--- src/rtl/uart_rx_pkg.sv ---
package uart_rx_pkg;

    typedef enum logic [1:0] {
        ST_IDLE  = 2'd0,
        ST_START = 2'd1,
        ST_DATA  = 2'd2,
        ST_STOP  = 2'd3
    } rx_state_e;

    typedef struct packed {
        logic       ferr;
        logic       bit9;
        logic [7:0] data;
    } rx_entry_t;

endpackage

--- src/rtl/uart_rx_baud.sv ---
module uart_rx_baud #(
    parameter int RELOAD_W = 8
) (
    input  logic                clk,
    input  logic                rst_n,
    input  logic                run,
    input  logic                restart,
    input  logic [RELOAD_W-1:0] reload,
    output logic                tick
);

    typedef struct packed {
        logic [RELOAD_W-1:0] cnt;
    } baud_st_t;

    baud_st_t d, q;

    always_comb begin
        d    = q;
        tick = 1'b0;
        if (!run || restart) begin
            d.cnt = '0;
        end else if (q.cnt == reload) begin
            d.cnt = '0;
            tick  = 1'b1;
        end else begin
            d.cnt = q.cnt + 1'b1;
        end
    end

    always_ff @(posedge clk or negedge rst_n) begin
        if (!rst_n) q <= '0;
        else        q <= d;
    end

endmodule

--- src/rtl/uart_rx_frame.sv ---
module uart_rx_frame
    import uart_rx_pkg::*;
#(
    parameter int FAST_OS = 16,
    parameter int SLOW_OS = 64
) (
    input  logic      clk,
    input  logic      rst_n,
    input  logic      rx_i,
    input  logic      run,
    input  logic      tick,
    input  logic      fast,
    input  logic      nine_bit,
    output logic      restart,
    output logic      done,
    output rx_entry_t ent
);

    localparam int CW = $clog2(SLOW_OS);

    typedef struct packed {
        logic [1:0] sync;
        logic       prev;
        rx_state_e  st;
        logic [CW-1:0] cnt;
        logic [1:0] ones;
        logic [3:0] idx;
        logic [8:0] sh;
        logic       done;
        rx_entry_t  ent;
    } frame_st_t;

    frame_st_t d, q;

    logic          rx_s;
    logic [CW-1:0] mid, last;
    logic [3:0]    last_idx;
    logic          samp, decide, endbit, bitv;
    logic [1:0]    ones_n;

    always_comb begin
        d        = q;
        d.done   = 1'b0;
        restart  = 1'b0;
        rx_s     = q.sync[1];
        d.sync   = {q.sync[0], rx_i};
        d.prev   = rx_s;
        mid      = fast ? CW'(FAST_OS / 2) : CW'(SLOW_OS / 2);
        last     = fast ? CW'(FAST_OS - 1) : CW'(SLOW_OS - 1);
        last_idx = nine_bit ? 4'd8 : 4'd7;
        samp     = tick && ((q.cnt == mid - 1'b1) || (q.cnt == mid) || (q.cnt == mid + 1'b1));
        ones_n   = q.ones + {1'b0, samp & rx_s};
        decide   = tick && (q.cnt == mid + 1'b1);
        endbit   = tick && (q.cnt == last);
        bitv     = ones_n[1];

        if (q.st == ST_IDLE) begin
            if (q.prev && !rx_s) begin
                d.st    = ST_START;
                d.cnt   = '0;
                d.ones  = '0;
                restart = 1'b1;
            end
        end else begin
            if (tick) begin
                d.ones = ones_n;
                d.cnt  = q.cnt + 1'b1;
            end
            if (endbit) begin
                d.cnt  = '0;
                d.ones = '0;
            end
            case (q.st)
                ST_START: begin
                    if (decide && bitv) begin
                        d.st = ST_IDLE;
                    end else if (endbit) begin
                        d.st  = ST_DATA;
                        d.idx = '0;
                    end
                end
                ST_DATA: begin
                    if (decide) d.sh = {bitv, q.sh[8:1]};
                    if (endbit) begin
                        if (q.idx == last_idx) d.st = ST_STOP;
                        else                   d.idx = q.idx + 1'b1;
                    end
                end
                ST_STOP: begin
                    if (decide) begin
                        d.done      = 1'b1;
                        d.ent.data  = nine_bit ? q.sh[7:0] : q.sh[8:1];
                        d.ent.bit9  = nine_bit & q.sh[8];
                        d.ent.ferr  = ~bitv;
                        d.st        = ST_IDLE;
                    end
                end
                default: d.st = ST_IDLE;
            endcase
        end

        if (!run) begin
            d.st   = ST_IDLE;
            d.cnt  = '0;
            d.ones = '0;
            d.done = 1'b0;
        end
    end

    always_ff @(posedge clk or negedge rst_n) begin
        if (!rst_n) begin
            q      <= '0;
            q.sync <= 2'b11;
            q.prev <= 1'b1;
            q.st   <= ST_IDLE;
        end else begin
            q <= d;
        end
    end

    assign done = q.done;
    assign ent  = q.ent;

endmodule

--- src/rtl/uart_rx_fifo.sv ---
module uart_rx_fifo
    import uart_rx_pkg::*;
#(
    parameter int DEPTH = 2
) (
    input  logic      clk,
    input  logic      rst_n,
    input  logic      push,
    input  rx_entry_t wr_ent,
    input  logic      pop,
    output rx_entry_t head,
    output logic      empty,
    output logic      full
);

    localparam int PW = (DEPTH > 1) ? $clog2(DEPTH) : 1;
    localparam int NW = $clog2(DEPTH + 1);

    typedef struct packed {
        rx_entry_t [DEPTH-1:0] mem;
        logic [PW-1:0]         wr;
        logic [PW-1:0]         rd;
        logic [NW-1:0]         cnt;
    } fifo_st_t;

    fifo_st_t d, q;

    always_comb begin
        d = q;
        if (pop) begin
            d.rd = (q.rd == PW'(DEPTH - 1)) ? '0 : q.rd + 1'b1;
        end
        if (push) begin
            d.mem[q.wr] = wr_ent;
            d.wr        = (q.wr == PW'(DEPTH - 1)) ? '0 : q.wr + 1'b1;
        end
        if (push && !pop)      d.cnt = q.cnt + 1'b1;
        else if (pop && !push) d.cnt = q.cnt - 1'b1;
    end

    always_ff @(posedge clk or negedge rst_n) begin
        if (!rst_n) q <= '0;
        else        q <= d;
    end

    assign head  = q.mem[q.rd];
    assign empty = (q.cnt == '0);
    assign full  = (q.cnt == NW'(DEPTH));

endmodule

--- src/rtl/uart_addr_rx.sv ---
module uart_addr_rx
    import uart_rx_pkg::*;
#(
    parameter int RELOAD_W = 8,
    parameter int DEPTH    = 2,
    parameter int FAST_OS  = 16,
    parameter int SLOW_OS  = 64
) (
    input  logic                clk,
    input  logic                rst_n,
    input  logic                rx_i,
    input  logic                port_en_i,
    input  logic                rx_en_i,
    input  logic                fast_i,
    input  logic [RELOAD_W-1:0] reload_i,
    input  logic                nine_bit_i,
    input  logic                addr_det_i,
    input  logic                irq_en_i,
    input  logic                pop_i,
    output logic [7:0]          rd_data_o,
    output logic                rd_bit9_o,
    output logic                rd_ferr_o,
    output logic                avail_o,
    output logic                ovr_err_o,
    output logic                irq_o
);

    typedef struct packed {
        logic ovr;
    } top_st_t;

    top_st_t   d, q;
    logic      run, tick, restart, done;
    logic      empty, full, pop_eff, accept, push;
    rx_entry_t ent, head;

    assign run = port_en_i & rx_en_i & ~q.ovr;

    uart_rx_baud #(.RELOAD_W(RELOAD_W)) u_baud (
        .clk     (clk),
        .rst_n   (rst_n),
        .run     (run),
        .restart (restart),
        .reload  (reload_i),
        .tick    (tick)
    );

    uart_rx_frame #(.FAST_OS(FAST_OS), .SLOW_OS(SLOW_OS)) u_frame (
        .clk      (clk),
        .rst_n    (rst_n),
        .rx_i     (rx_i),
        .run      (run),
        .tick     (tick),
        .fast     (fast_i),
        .nine_bit (nine_bit_i),
        .restart  (restart),
        .done     (done),
        .ent      (ent)
    );

    uart_rx_fifo #(.DEPTH(DEPTH)) u_fifo (
        .clk    (clk),
        .rst_n  (rst_n),
        .push   (push),
        .wr_ent (ent),
        .pop    (pop_eff),
        .head   (head),
        .empty  (empty),
        .full   (full)
    );

    always_comb begin
        d       = q;
        pop_eff = pop_i & ~empty;
        accept  = done & run & ~(nine_bit_i & addr_det_i & ~ent.bit9);
        push    = accept & (~full | pop_eff);
        if (accept && full && !pop_eff) d.ovr = 1'b1;
        if (!rx_en_i)                   d.ovr = 1'b0;
    end

    always_ff @(posedge clk or negedge rst_n) begin
        if (!rst_n) q <= '0;
        else        q <= d;
    end

    assign rd_data_o = head.data;
    assign rd_bit9_o = head.bit9;
    assign rd_ferr_o = head.ferr;
    assign avail_o   = ~empty;
    assign ovr_err_o = q.ovr;
    assign irq_o     = ~empty & irq_en_i;

endmodule

--- config.mk ---
export PLATFORM = sky130hd
export DESIGN_NAME = uart_addr_rx
export DESIGN_NICKNAME = d
export VERILOG_FILES = /design/src/rtl/uart_rx_pkg.sv /design/src/rtl/uart_rx_baud.sv /design/src/rtl/uart_rx_frame.sv /design/src/rtl/uart_rx_fifo.sv /design/src/rtl/uart_addr_rx.sv
export SDC_FILE = /design/constraint.sdc
export NUM_CORES = 1
export LEC_CHECK = 0
export BUFFER_PORTS_ARGS = -buffer_cell sky130_fd_sc_hd__buf_2
export CAP_MARGIN = 40
export CORE_MARGIN = 2
export CORE_UTILIZATION = 50
export CTS_BUF_LIST = sky130_fd_sc_hd__clkbuf_16
export DETAILED_ROUTE_END_ITERATION = 7
export PLACE_DENSITY = 0.79
export REMOVE_ABC_BUFFERS = 1
export SLEW_MARGIN = 30
export SYNTH_ARGS = -nofsm -noshare
export SYNTH_HDL_FRONTEND = slang
export SYNTH_SLANG_ARGS = --single-unit
export TNS_END_PERCENT = 10
--- constraint.sdc ---
create_clock -name clk -period 5.7 [get_ports clk]
set_input_delay 0 -clock clk [delete_from_list [all_inputs] [get_ports clk]]
set_output_delay 0 -clock clk [all_outputs]
set_load 0.05 [all_outputs]
# After elaboration in Yosys (flattened, before gate mapping)
# Cells that the tools add are included.
# word_totals
mem_bits_ro	0
latch_bits	0
regBits	70
input_bits	18
out_inout_bits	13
mem_count	0
ramBits	0
elab_cells	142
# classes
mul	0
order_cmp	3
n_mux	41
bitwise	19
n_eq_ne	21
div_mod_pow	0
shift	0
addsub	10
reduce_logical	26
# op_table
cell	n
$mux W10	6
$mux W8	5
$mux W11	3
$eq A6 B6 Y1	4
$bwmux W20	1
$mux W4	5
$mux W2	7
$add A6 B1 Y6 const B	2
$mux W6	2
$ne A4 B2 Y1 const B	3
$and A1 B1 Y1	11
$demux W10 S1	1
$logic_and A1 B1 Y1	10
$mux W1	9
$add A8 B1 Y8 const B	1
$eq A8 B8 Y1	1
$pmux W4 S2	1
$not A1 Y1	7
$eq A2 B2 Y1 const B	3
$ne A2 B1 Y1 const B	3
$pmux W2 S3	1
$reduce_and A3 Y1	2
$reduce_and A6 Y1	1
$sub A6 B1 Y6 const B	1
20 further kinds	30

# Depth between registers and ports, before layout
# Gate-level depths: netlist of the first run.
# logic_depth
depth_word	14
depth_mapped	11
ltp_nobuf	11

# Modules after synthesis
# A second synthesis of the first run with hierarchy kept.
# hier_totals
cells_unflattened	324
area_unflattened_um2	3747.3
# by_module_without_submodules
mod	seq_area_each_um2	cells_each	area_per_inst_um2	n_inst
uart_rx_frame	929.6	196	2044.5	1
uart_rx_fifo	600.6	68	1081.0	1
uart_rx_baud	200.2	47	520.5	1
uart_addr_rx	25.0	13	101.3	1

# Worst setup path before layout of the first run
# OpenSTA, ideal clock, no wires.
# synth_timing
path_kind	flip-flop to flip-flop
start	register u_baud.q[2] (netlist name)
end	register u_frame.q[33] (netlist name)
setup_slack_ps	2711
t_arrival_ps	2862
n_path_buf	0
synth_period_minus_slack_ps	2989
path_stages_with_launch	11
setup_time_ps	128
required_ps	5572
cell_sequence	dfrtp_1 xnor2_1 nand4_1 or4_1 nor4b_1 ha_1 xnor2_1 o21a_1 o311a_1 nor3_4 mux2_1
# synth_between
elab_chain_len	11
elab_cells_between_ends	17
cone_classes	1 x add/sub; 4 x eq/ne; 6 x mux; 1 x bitwise; 5 x reduce/logical
# synth_rtl
item	line	rtl
start, declared	uart_rx_baud.sv:16	baud_st_t d, q;
start signal, assigned	uart_rx_baud.sv:32	if (!rst_n) q <= '0;
start signal, assigned	uart_rx_baud.sv:33	else q <= d;
$eq A8 B8 Y1 (*)	uart_rx_baud.sv:23	end else if (q.cnt == reload) begin
$mux W1 (*)	uart_rx_baud.sv:23	
$mux W1 (*)	uart_rx_baud.sv:21	if (!run || restart) begin
$logic_and A1 B1 Y1	uart_rx_frame.sv:51	samp = tick && ((q.cnt == mid - 1'b1) || (q.cnt == mid) || (q.cnt == mid + 1'b1));
$and A1 B1 Y1	uart_rx_frame.sv:52	ones_n = q.ones + {1'b0, samp & rx_s};
$add A2 B1 Y2	uart_rx_frame.sv:52	
$logic_and A1 B1 Y1	uart_rx_frame.sv:75	if (decide && bitv) begin
$mux W2	uart_rx_frame.sv:75	
$pmux W2 S3	uart_rx_frame.sv:73	case (q.st)
$mux W10	uart_rx_frame.sv:57	if (q.st == ST_IDLE) begin
$mux W10	uart_rx_frame.sv:102	if (!run) begin
end, declared	uart_rx_frame.sv:33	frame_st_t d, q;
# Every way passes the cells marked *; elsewhere a longest branch is shown, timed or not.
# A chain may end at the register's enable or synchronous reset.

# Worst setup path in the final report of the first run
# layout_timing
start	register u_baud.q[0] (netlist name)
end	register u_frame.q[33] (netlist name)
# The elaborated chain is that of the path after synthesis.

==> run_results.csv, run 1 <==
group,metric,value,unit
synth,synth.distinct_cells,48,
clock_tree,hold_buffers,4,
place,globalplace.congestion,0.830,
power,power_density,285,nW/um^2
timing,fin_skew,0.00830,ns
clock_tree,cts_setup_buffers,0,
min_path,worstHoldPathType,"input port to flip-flop",
drt,antenna_left,0,
worst_setup_path,crit_path_max_fanout,6,
global_route,grt_pass1_wl,11500,um
power,p_sw,0.255,mW
timing,slew_headroom,49.6,%
synth,syn_inst,309,
layout,fillers,564,
worst_setup_path,end_kind,"flip-flop",
global_route,grt_remaining_overflow,0,
place,dp.cells,433,
timing,rsz0062_at_grt,"false",
global_route,grt_start_max_net_pins,54,
worst_setup_path,crit_slowest_cell,"or4_1",
clock_tree,cts_max_path_buffers,2,
floorplanning,io_pins,31,
timing,setup_violations,0,
power,p_leak,2.10,nW
run,drv_cap,0,
worst_setup_path,crit_start,"u_baud.q[0]",
synth,synth_area_per_cell,11.5,um^2
layout,n_antenna_cell,0,
power,ir_drop,0.188,mV
synth,ys_ff_latch,70,
worst_setup_path,slowest_delay,0.54,ns
floorplanning,fp.coreArea,6830,um^2
synth,synth_top_area_cell,"dfrtp_1",
timing,post-route-min-period,3.25,ns
timing,holdWs,0.0789,ns
clock_tree,clock_sinks,70,
worst_setup_path,path_cells,"xnor2_1 -> nand4_1 -> or4_1 -> nor4b_1 -> ha_1 -> xnor2_1 -> o21a_1 -> o311a_1 -> nor3_4 -> mux2_1",
synth,ys.flop_type,"dfrtp_1",
power,seq_power_share,42.0,%
timing,max_freq,308,MHz
clock_tree,cts_tree,"built",
drt,dr.pass1.iters,4,
synth,syn_area,3570,um^2
worst_setup_path,cp-start-kind,"flip-flop",
clock_tree,clk_latency,0.33,ns
worst_setup_path,critPathArrivalTime,3.46,ns
drt,routed_wl,6640,um
power,p_int,0.959,mW
place,port_buffers,30,
clock_tree,ctsResizeCount,0,
worst_setup_path,cp_common_cell,"xnor2_1",
timing,drv_slew,0,
clock_tree,clk_pin_slew,0.06,ns
synth,yosysSeqAreaShare,49.2,%
place,place_ws,2.48,ns
timing,finalHoldViolCount,0,
global_route,grt_pass1_vias,2496,
layout,area_growth,19.2,%
worst_setup_path,critical_path.endpoint,"u_frame.q[33]",
floorplanning,rows,30,
global_route,track_usage,19.2,%
clock_tree,root_buffer,"clkbuf_16",
global_route,antenna_found_initial,0,
drt,initialDrtViolationCount,66,
synth,async_reset_ff_share,100,%
synth,synth_area_leaders,"dfrtp_1 (47%), mux2_2 (13%), ha_1 (4.6%)",
worst_setup_path,critPathRequiredTime,5.91,ns
clock_tree,cts_buffers,9,
worst_setup_path,worstReg2RegEnd,"u_frame.q[33]",
floorplanning,fp.dieArea,7830,um^2
power,netSwitchingFraction,21.0,%
timing,period_share,57.0,%
synth,ys_warn_count,0,
synth,synth_top_area_share,47.0,%
floorplanning,die_y,88.5,um
worst_setup_path,ff2ff_setup_slack,2.45,ns
timing,timing.final.ws_setup,2.45,ns
power,pwr-share-clk,52.6,%
synth,synth_edf_count,0,
layout,final_cells,453,
layout,layout_common_cells,"dfrtp_1 (67), mux2_2 (40), buf_2 (30)",
drt,routed_via_density,5.43,
drt,post-route-drc-count,0,
drt,vias,2461,
clock_tree,htree_levels,3,
worst_setup_path,crit_type,"flip-flop to flip-flop",
min_path,min_path_cells,4,
layout,nNetsFinal,383,
worst_setup_path,r2r_cells,10,
timing,finalSetupTns,0,ns
layout,drive_gt1_share,28.9,%
place,place_hpwl,4620,um
power,combinationalPowerShare,5.4,%
worst_setup_path,reg2reg_from,"u_baud.q[0]",
floorplanning,fp.dieW,88.5,um
timing,worstMarginPinSlew,0.750,ns
layout,layout_commonest_cell,"dfrtp_1",
drt,avgRoutedWirePerCell,14.7,um
run_status,outcome,"completed",
floorplanning,start_util,52.2,%
==> state kept, by name, summed over array words and instances (netlist names) <==
name,cells
u_frame.done,1
u_baud.q,8
ovr_err_o,1
u_frame.q,24
u_fifo.q,24
u_frame.d,2
u_frame.ent,10
==> kinds of logic (layout without fill, tap and decap cells) <==
logic type	count (synthesis)	count (layout)	synth area share (%)
compound gates	46	46	8.80
fa+ha+maj	13	13	4.56
buf+inv	14	62	1.51
mux	51	51	15.7
xor+xnor	20	20	4.91
flops	70	70	49.2
simple gates	95	95	15.3
==> worst max-delay path, delay by kind of cell (launching register included) <==
family	cells	cell delay [ns]
AO/OA/AOI/OAI	2	0.51
XOR/XNOR	2	0.31
adder cells (fa/ha/maj)	1	0.26
flip-flops	1	0.44
multiplexers	1	0.35
AND/OR/NAND/NOR	4	1.26
==> layer usage <==
| layer | part of all wire [%] | GRT usage, % | wire length [um] | vias up |
|---|---|---|---|---|
| met2 | 51 | 32.5 | 3390 | 55 |
| met5 | 0 | 0 | 0 | - |
| met4 | 1.2 | 6.89 | 82 | 0 |
| li1 | - | - | - | 1199 |
| met3 | 4.0 | 5.32 | 267 | 8 |
| met1 | 44 | 23.5 | 2900 | 1199 |
==> power by group through the flow <==
stage          registers (mW)  logic (mW)  clock network (mW)
2_1_floorplan           0.517      0.0333                   0
3_3_place_gp            0.518      0.0581                   0
3_5_place_dp            0.519      0.0625                   0
4_1_cts                 0.510      0.0660               0.648
5_1_grt                 0.511      0.0729               0.672
6_report                0.510      0.0652               0.639
==> area by class of cell <==
type / instances / area (um^2) / share of cell area, %
tap: 96 / 120 / 2.82
timing repair buffer: 36 / 225 / 5.30
sequential: 70 / 1760 / 41.3
multi-input combinational: 225 / 1770 / 41.5
clock inverter: 7 / 123 / 2.88
clock buffer: 9 / 225 / 5.30
inverter: 10 / 37.5 / 0.883
==> cell usage after synthesis (9+ instances only) <==
| master | instances |
|---|---|
| xnor2_1 | 10 |
| nor2_1 | 25 |
| nand2_1 | 17 |
| nand3_1 | 11 |
| ha_1 | 13 |
| mux2i_1 | 10 |
| a21o_1 | 9 |
| dfrtp_1 | 67 |
| o21ai_0 | 14 |
| mux2_2 | 40 |
| xor2_1 | 10 |
| inv_1 | 10 |
==> through the flow <==
stage	area (um^2)	total power, mW	util (%)
floorplan	3550	0.551	-
global placement	3830	0.576	56.0
detailed placement	3860	0.581	56.6
CTS	4250	1.22	62.3
global route	4250	1.26	62.3
finish	4250	1.21	62.3
==> worst min-delay path by stage <==
| stage | startpoint | end | slack, ns |
|---|---|---|---|
| 2_1_floorplan | rst_n | ovr_err_o | -0.30 |
| 5_1_grt | port_en_i | ovr_err_o | 0.08 |
| 6_report | port_en_i | ovr_err_o | 0.08 |
| 3_5_place_dp | rst_n | u_frame.q[29] | -0.02 |
| 3_3_place_gp | rx_i | u_frame.d[36] | 0.11 |
| 4_1_cts | port_en_i | ovr_err_o | 0.07 |
(Power assumes the default switching activity.)
==> run 2: changes to the inputs <==
- PLACE_DENSITY: 0.79 -> 0.81
- clock period: 5.7 -> 2.7 ns (I/O delays scaled with it)
==> run 2 against run 1 <==
The flow now finishes with violations (setup timing). Clock power increased by 88%. Non-clock buffer count grew 27. Cell count is 6.0% higher. Largest power group unchanged. Fmax is 9.9% higher. Highest routed layer unchanged. Routed wire length increased by 3.9%. Register-to-register slack worse by 2.7 ns. Combinational power increased by 140%.
==> run_results.csv, run 2 (synthesized netlist as in run 1, its figures left out) <==
group,metric,value,unit
drt,routed_wl,6900,um
drt,initialDrtViolationCount,72,
worst_setup_path,cp-start-kind,"flip-flop",
clock_tree,cts_tree,"built",
floorplanning,rows,30,
worst_setup_path,critical_path.endpoint,"u_frame.q[33]",
timing,drv_slew,0,
timing,setup_violations,2,
layout,n_antenna_cell,0,
timing,fin_skew,0.00864,ns
layout,nNetsFinal,410,
power,netSwitchingFraction,23.6,%
worst_setup_path,crit_slowest_cell,"or4_4",
worst_setup_path,ff2ff_setup_slack,-0.26,ns
worst_setup_path,critPathRequiredTime,2.91,ns
drt,vias,2520,
place,dp.cells,459,
power,power_density,547,nW/um^2
timing,period_share,109,%
floorplanning,io_pins,31,
global_route,grt_remaining_overflow,0,
timing,slew_headroom,66.9,%
floorplanning,fp.coreArea,6830,um^2
floorplanning,fp.dieArea,7830,um^2
drt,routed_via_density,5.25,
clock_tree,root_buffer,"clkbuf_16",
global_route,grt_pass1_wl,11700,um
worst_setup_path,crit_start,"u_baud.q[3]",
layout,layout_commonest_cell,"dfrtp_1",
worst_setup_path,slowest_delay,0.49,ns
layout,final_cells,480,
worst_setup_path,crit_path_max_fanout,4,
global_route,grt_pass1_vias,2566,
run,drv_cap,0,
worst_setup_path,reg2reg_from,"u_baud.q[3]",
floorplanning,fp.dieW,88.5,um
place,globalplace.congestion,0.805,
timing,timing.final.ws_setup,-0.256,ns
worst_setup_path,end_kind,"flip-flop",
drt,dr.pass1.iters,4,
place,port_buffers,30,
power,p_sw,0.575,mW
global_route,antenna_found_initial,0,
clock_tree,clk_latency,0.33,ns
worst_setup_path,cp_common_cell,"xnor2_2",
timing,holdWs,0.0641,ns
timing,rsz0062_at_grt,"true",
worst_setup_path,worstReg2RegEnd,"u_frame.q[33]",
drt,antenna_left,0,
clock_tree,cts_max_path_buffers,2,
layout,area_growth,24.8,%
worst_setup_path,path_cells,"xnor2_2 -> nand4_1 -> or4_4 -> nor4b_4 -> ha_2 -> xnor2_2 -> o21a_1 -> o311a_1 -> nor3_4 -> mux2_1",
global_route,track_usage,19.4,%
power,ir_drop,0.351,mV
drt,avgRoutedWirePerCell,14.4,um
run_status,outcome,"complete, but fails checks",
layout,final_area,4450,um^2
global_route,grt_start_max_net_pins,35,
timing,finalHoldViolCount,0,
min_path,worstHoldPathType,"input port to flip-flop",
place,place_ws,-0.274,ns
timing,worstMarginPinSlew,0.491,ns
layout,drive_gt1_share,35.4,%
place,place_hpwl,4870,um
power,p_int,1.86,mW
worst_setup_path,critPathArrivalTime,3.16,ns
clock_tree,cts_buffers,9,
floorplanning,start_util,52.2,%
power,combinationalPowerShare,6.4,%
power,p_leak,2.25,nW
worst_setup_path,crit_type,"flip-flop to flip-flop",
timing,post-route-min-period,2.96,ns
worst_setup_path,r2r_cells,10,
drt,post-route-drc-count,0,
clock_tree,htree_levels,3,
timing,max_freq,338,MHz
place,place_area,4060,um^2
clock_tree,clock_sinks,70,
layout,layout_common_cells,"dfrtp_1 (67), mux2_2 (40), buf_2 (30)",
power,report.power.total,2.44,mW
clock_tree,clk_pin_slew,0.06,ns
power,pwr-share-clk,49.4,%
run_status,violations,"setup timing",
floorplanning,die_y,88.5,um
power,seq_power_share,44.2,%
[run 2: final cells by class]
cell class / count / area, um^2
clock buffer: 9 / 225
clock inverter: 7 / 78.8
fill: 529 / 2380
inverter: 10 / 37.5
multi-input combinational: 225 / 1800
sequential: 70 / 1760
tap: 96 / 120
timing repair buffer: 63 / 433
[run 2: worst min-delay path by stage]
stage                          from             to  slack, ns  depth (start not counted)
after floorplan               rst_n      ovr_err_o      -0.30                          0
after global placement         rx_i  u_frame.d[36]       0.11                          1
after detailed placement      rst_n  u_frame.q[27]      -0.11                          1
after CTS                     rst_n  u_frame.q[27]       0.07                          2
after global routing      port_en_i      ovr_err_o       0.09                          4
final                     port_en_i  u_frame.q[32]       0.06                          5
[run 2: critical path, delay by kind of cell (launching register included)]
family / cells / cell delay [ns]
compound gates: 2 / 0.50
fa+ha+maj: 1 / 0.26
xor+xnor: 2 / 0.25
mux: 1 / 0.33
simple gates: 4 / 1.08
flops: 1 / 0.42
[run 2: through the flow]
step	TNS, ns	util, %
after global placement	-0.180	59.1
final	-0.442	65.2
after CTS	-0.312	64.8
after global routing	-0.825	65.2
after detailed placement	-0.482	59.4
after floorplan	-0.387	-
[run 2: power by group through the flow]
stage	clock, mW	combinational [mW]	sequential, mW
2_1_floorplan	0	0.0704	1.09
5_1_grt	1.28	0.175	1.08
3_5_place_dp	0	0.148	1.09
4_1_cts	1.22	0.155	1.08
6_report	1.20	0.157	1.08
3_3_place_gp	0	0.140	1.09
[run 2: routing by layer]
| layer | global-route usage (%) | wire, um | vias up |
|---|---|---|---|
| met4 | 6.61 | 84 | 0 |
| met2 | 33.6 | 3460 | 40 |
| met3 | 4.66 | 203 | 7 |
| met1 | 23.9 | 3150 | 1227 |
| li1 | - | - | 1246 |
| met5 | 0 | 0 | - |
[run 2: timing repair]
action / in CTS / in global routing
setup endpoints to repair: 2 / 8
setup buffers: 1 / 0
endpoints found under the hold margin: 36 / 0
hold buffers: 4 / 0
gates resized for setup: 4 / 3
pin swaps: 1 / 2
==> run 3: changes to the inputs <==
- CORE_ASPECT_RATIO: not set -> 0.6
==> run 3 against run 2 <==
Clock skew increased by 0.00051 ns. Critical path depth unchanged. Cell area decreased by 0.14%. Fmax increased by 3.7%. Total power decreased by 2.0%. First-iteration DRC count increased by 75%. Via count increased by 4.2%. Core utilization increased by 0.29 points. Sequential power about the same. The flow finishes with violations (DRC, setup timing). Register-to-register slack improved by 0.10 ns. Sequential share of layout area increased by 0.056 points. Global-route usage increased by 2.2 points.
==> run_results.csv, run 3 (synthesized netlist as in run 1, its figures left out) <==
group,metric,value,unit
run,drv_cap,0,
drt,post-route-drc-count,2,
drt,avgRoutedWirePerCell,16.6,um
floorplanning,fp.dieArea,7850,um^2
floorplanning,fp.dieW,113,um
worst_setup_path,slowest_delay,0.52,ns
run_status,violations,"DRC, setup timing",
run_status,outcome,"complete, but fails checks",
power,power_density,537,nW/um^2
worst_setup_path,critPathArrivalTime,3.07,ns
timing,fin_skew,0.00914,ns
drt,initialDrtViolationCount,126,
worst_setup_path,critPathRequiredTime,2.92,ns
worst_setup_path,path_cells,"xnor2_1 -> nand2_1 -> or4_4 -> nor4b_4 -> ha_2 -> xnor2_2 -> o21a_1 -> o311a_1 -> nor3_4 -> mux2_4",
place,dp.cells,451,
drt,dr.pass1.iters,6,
place,place_ws,-0.239,ns
timing,timing.final.ws_setup,-0.151,ns
timing,setup_violations,2,
power,p_leak,2.25,nW
layout,nNetsFinal,413,
place,globalplace.congestion,0.813,
worst_setup_path,end_kind,"flip-flop",
clock_tree,cts_max_path_buffers,2,
timing,worstMarginPinSlew,0.522,ns
drt,antenna_left,0,
global_route,grt_pass1_wl,13200,um
layout,drive_gt1_share,36.4,%
worst_setup_path,crit_slowest_cell,"or4_4",
power,combinationalPowerShare,6.6,%
timing,period_share,106,%
power,p_int,1.78,mW
layout,area_growth,24.6,%
layout,n_antenna_cell,0,
drt,routed_wl,7890,um
clock_tree,root_buffer,"clkbuf_16",
worst_setup_path,cp-start-kind,"flip-flop",
drt,vias,2627,
place,port_buffers,30,
power,ir_drop,0.280,mV
floorplanning,rows,23,
global_route,grt_pass1_vias,2686,
worst_setup_path,crit_type,"flip-flop to flip-flop",
layout,final_cells,474,
layout,layout_common_cells,"dfrtp_1 (67), mux2_2 (40), buf_2 (30), buf_4 (30), nor2_1 (25)",
clock_tree,clk_latency,0.34,ns
layout,multiInputGateArea,1800,um^2
clock_tree,clock_sinks,70,
timing,max_freq,351,MHz
power,seq_power_share,45.1,%
power,pwr-share-clk,48.2,%
global_route,antenna_found_initial,0,
clock_tree,cts_tree,"built",
worst_setup_path,crit_path_max_fanout,2,
place,place_hpwl,5490,um
power,netSwitchingFraction,25.6,%
timing,drv_slew,0,
layout,layout_commonest_cell,"dfrtp_1",
timing,post-route-min-period,2.85,ns
floorplanning,die_y,69.4,um
global_route,grt_start_max_net_pins,37,
floorplanning,start_util,52.5,%
clock_tree,cts_buffers,9,
min_path,worstHoldPathType,"input port to asynchronous set/reset pin",
layout,fillers,532,
floorplanning,io_pins,31,
layout,regArea,1760,um^2
global_route,track_usage,21.7,%
timing,rsz0062_at_grt,"true",
floorplanning,fp.coreArea,6790,um^2
global_route,grt_remaining_overflow,0,
clock_tree,htree_levels,3,
clock_tree,clk_pin_slew,0.06,ns
power,p_sw,0.611,mW
timing,finalHoldViolCount,0,
timing,slew_headroom,65.2,%
drt,routed_via_density,5.54,
==> run 3: worst max-delay path, delay by kind of cell, from the launching register on <==
| family | cells | cell delay, ns |
|---|---|---|
| adder cells (fa/ha/maj) | 1 | 0.24 |
| flip-flops | 1 | 0.39 |
| AND/OR/NAND/NOR | 4 | 1.06 |
| XOR/XNOR | 2 | 0.24 |
| AO/OA/AOI/OAI | 2 | 0.47 |
| multiplexers | 1 | 0.32 |
==> run 3: repair_timing <==
item	4_1_cts	5_1_grt
resized for setup	5	4
endpoints found under the hold margin	37	0
hold buffers	4	0
pin swaps	5	2
setup buffers	2	0
setup endpoints to repair	2	8
==> run 3: final cells by class <==
type                       count  area share, %
timing repair buffer          66           10.2
clock buffer                   9           5.07
clock inverter                 7           1.44
tap                           87           2.45
inverter                      10          0.844
sequential                    70           39.5
multi-input combinational    225           40.5
==> run 3: metrics by stage <==
stage / util [%] / total power [mW] / hold slack, ns / cell area, um^2 / setup TNS, ns
floorplan: - / 1.16 / -0.296 / 3550 / -0.387
global placement: 59.5 / 1.23 / 0.105 / 4040 / -0.179
detailed placement: 59.5 / 1.24 / 0.106 / 4040 / -0.386
CTS: 64.9 / 2.40 / 0.0598 / 4410 / -0.183
global route: 65.5 / 2.47 / 0.0789 / 4450 / -0.586
finish: 65.5 / 2.39 / 0.0532 / 4450 / -0.238
==> run 3: final timing paths <==
path | startpoint | depth (start not counted) | end | slack (ns)
worst min register to register | u_frame.d[36] | 0 | u_frame.d[34] | 0.37
worst max register to register | u_baud.q[6] | 10 | u_frame.q[33] | -0.15
worst max-delay path | u_baud.q[6] | 10 | u_frame.q[33] | -0.15
worst min-delay path | rst_n | 2 | u_baud.q[2] | 0.05
max in group asynchronous | rst_n | 3 | u_frame.d[34] | 2.12
min in group clk | port_en_i | 4 | ovr_err_o | 0.07
==> run 3: power groups by stage <==
stage / sequential [mW] / clock, mW / combinational (mW)
final: 1.08 / 1.15 / 0.158
after global routing: 1.08 / 1.22 / 0.174
after CTS: 1.08 / 1.17 / 0.154
after detailed placement: 1.10 / 0 / 0.146
after global placement: 1.09 / 0 / 0.141
after floorplan: 1.09 / 0 / 0.0704
==> run 3: metal layers <==
| metal | track usage, % | vias up | routed length (um) |
|---|---|---|---|
| li1 | - | 1255 | - |
| met1 | 29.3 | 1276 | 3640 |
| met2 | 33.7 | 78 | 3750 |
| met3 | 5.51 | 18 | 345 |
| met4 | 8.40 | 0 | 154 |
| met5 | 0 | - | 0 |
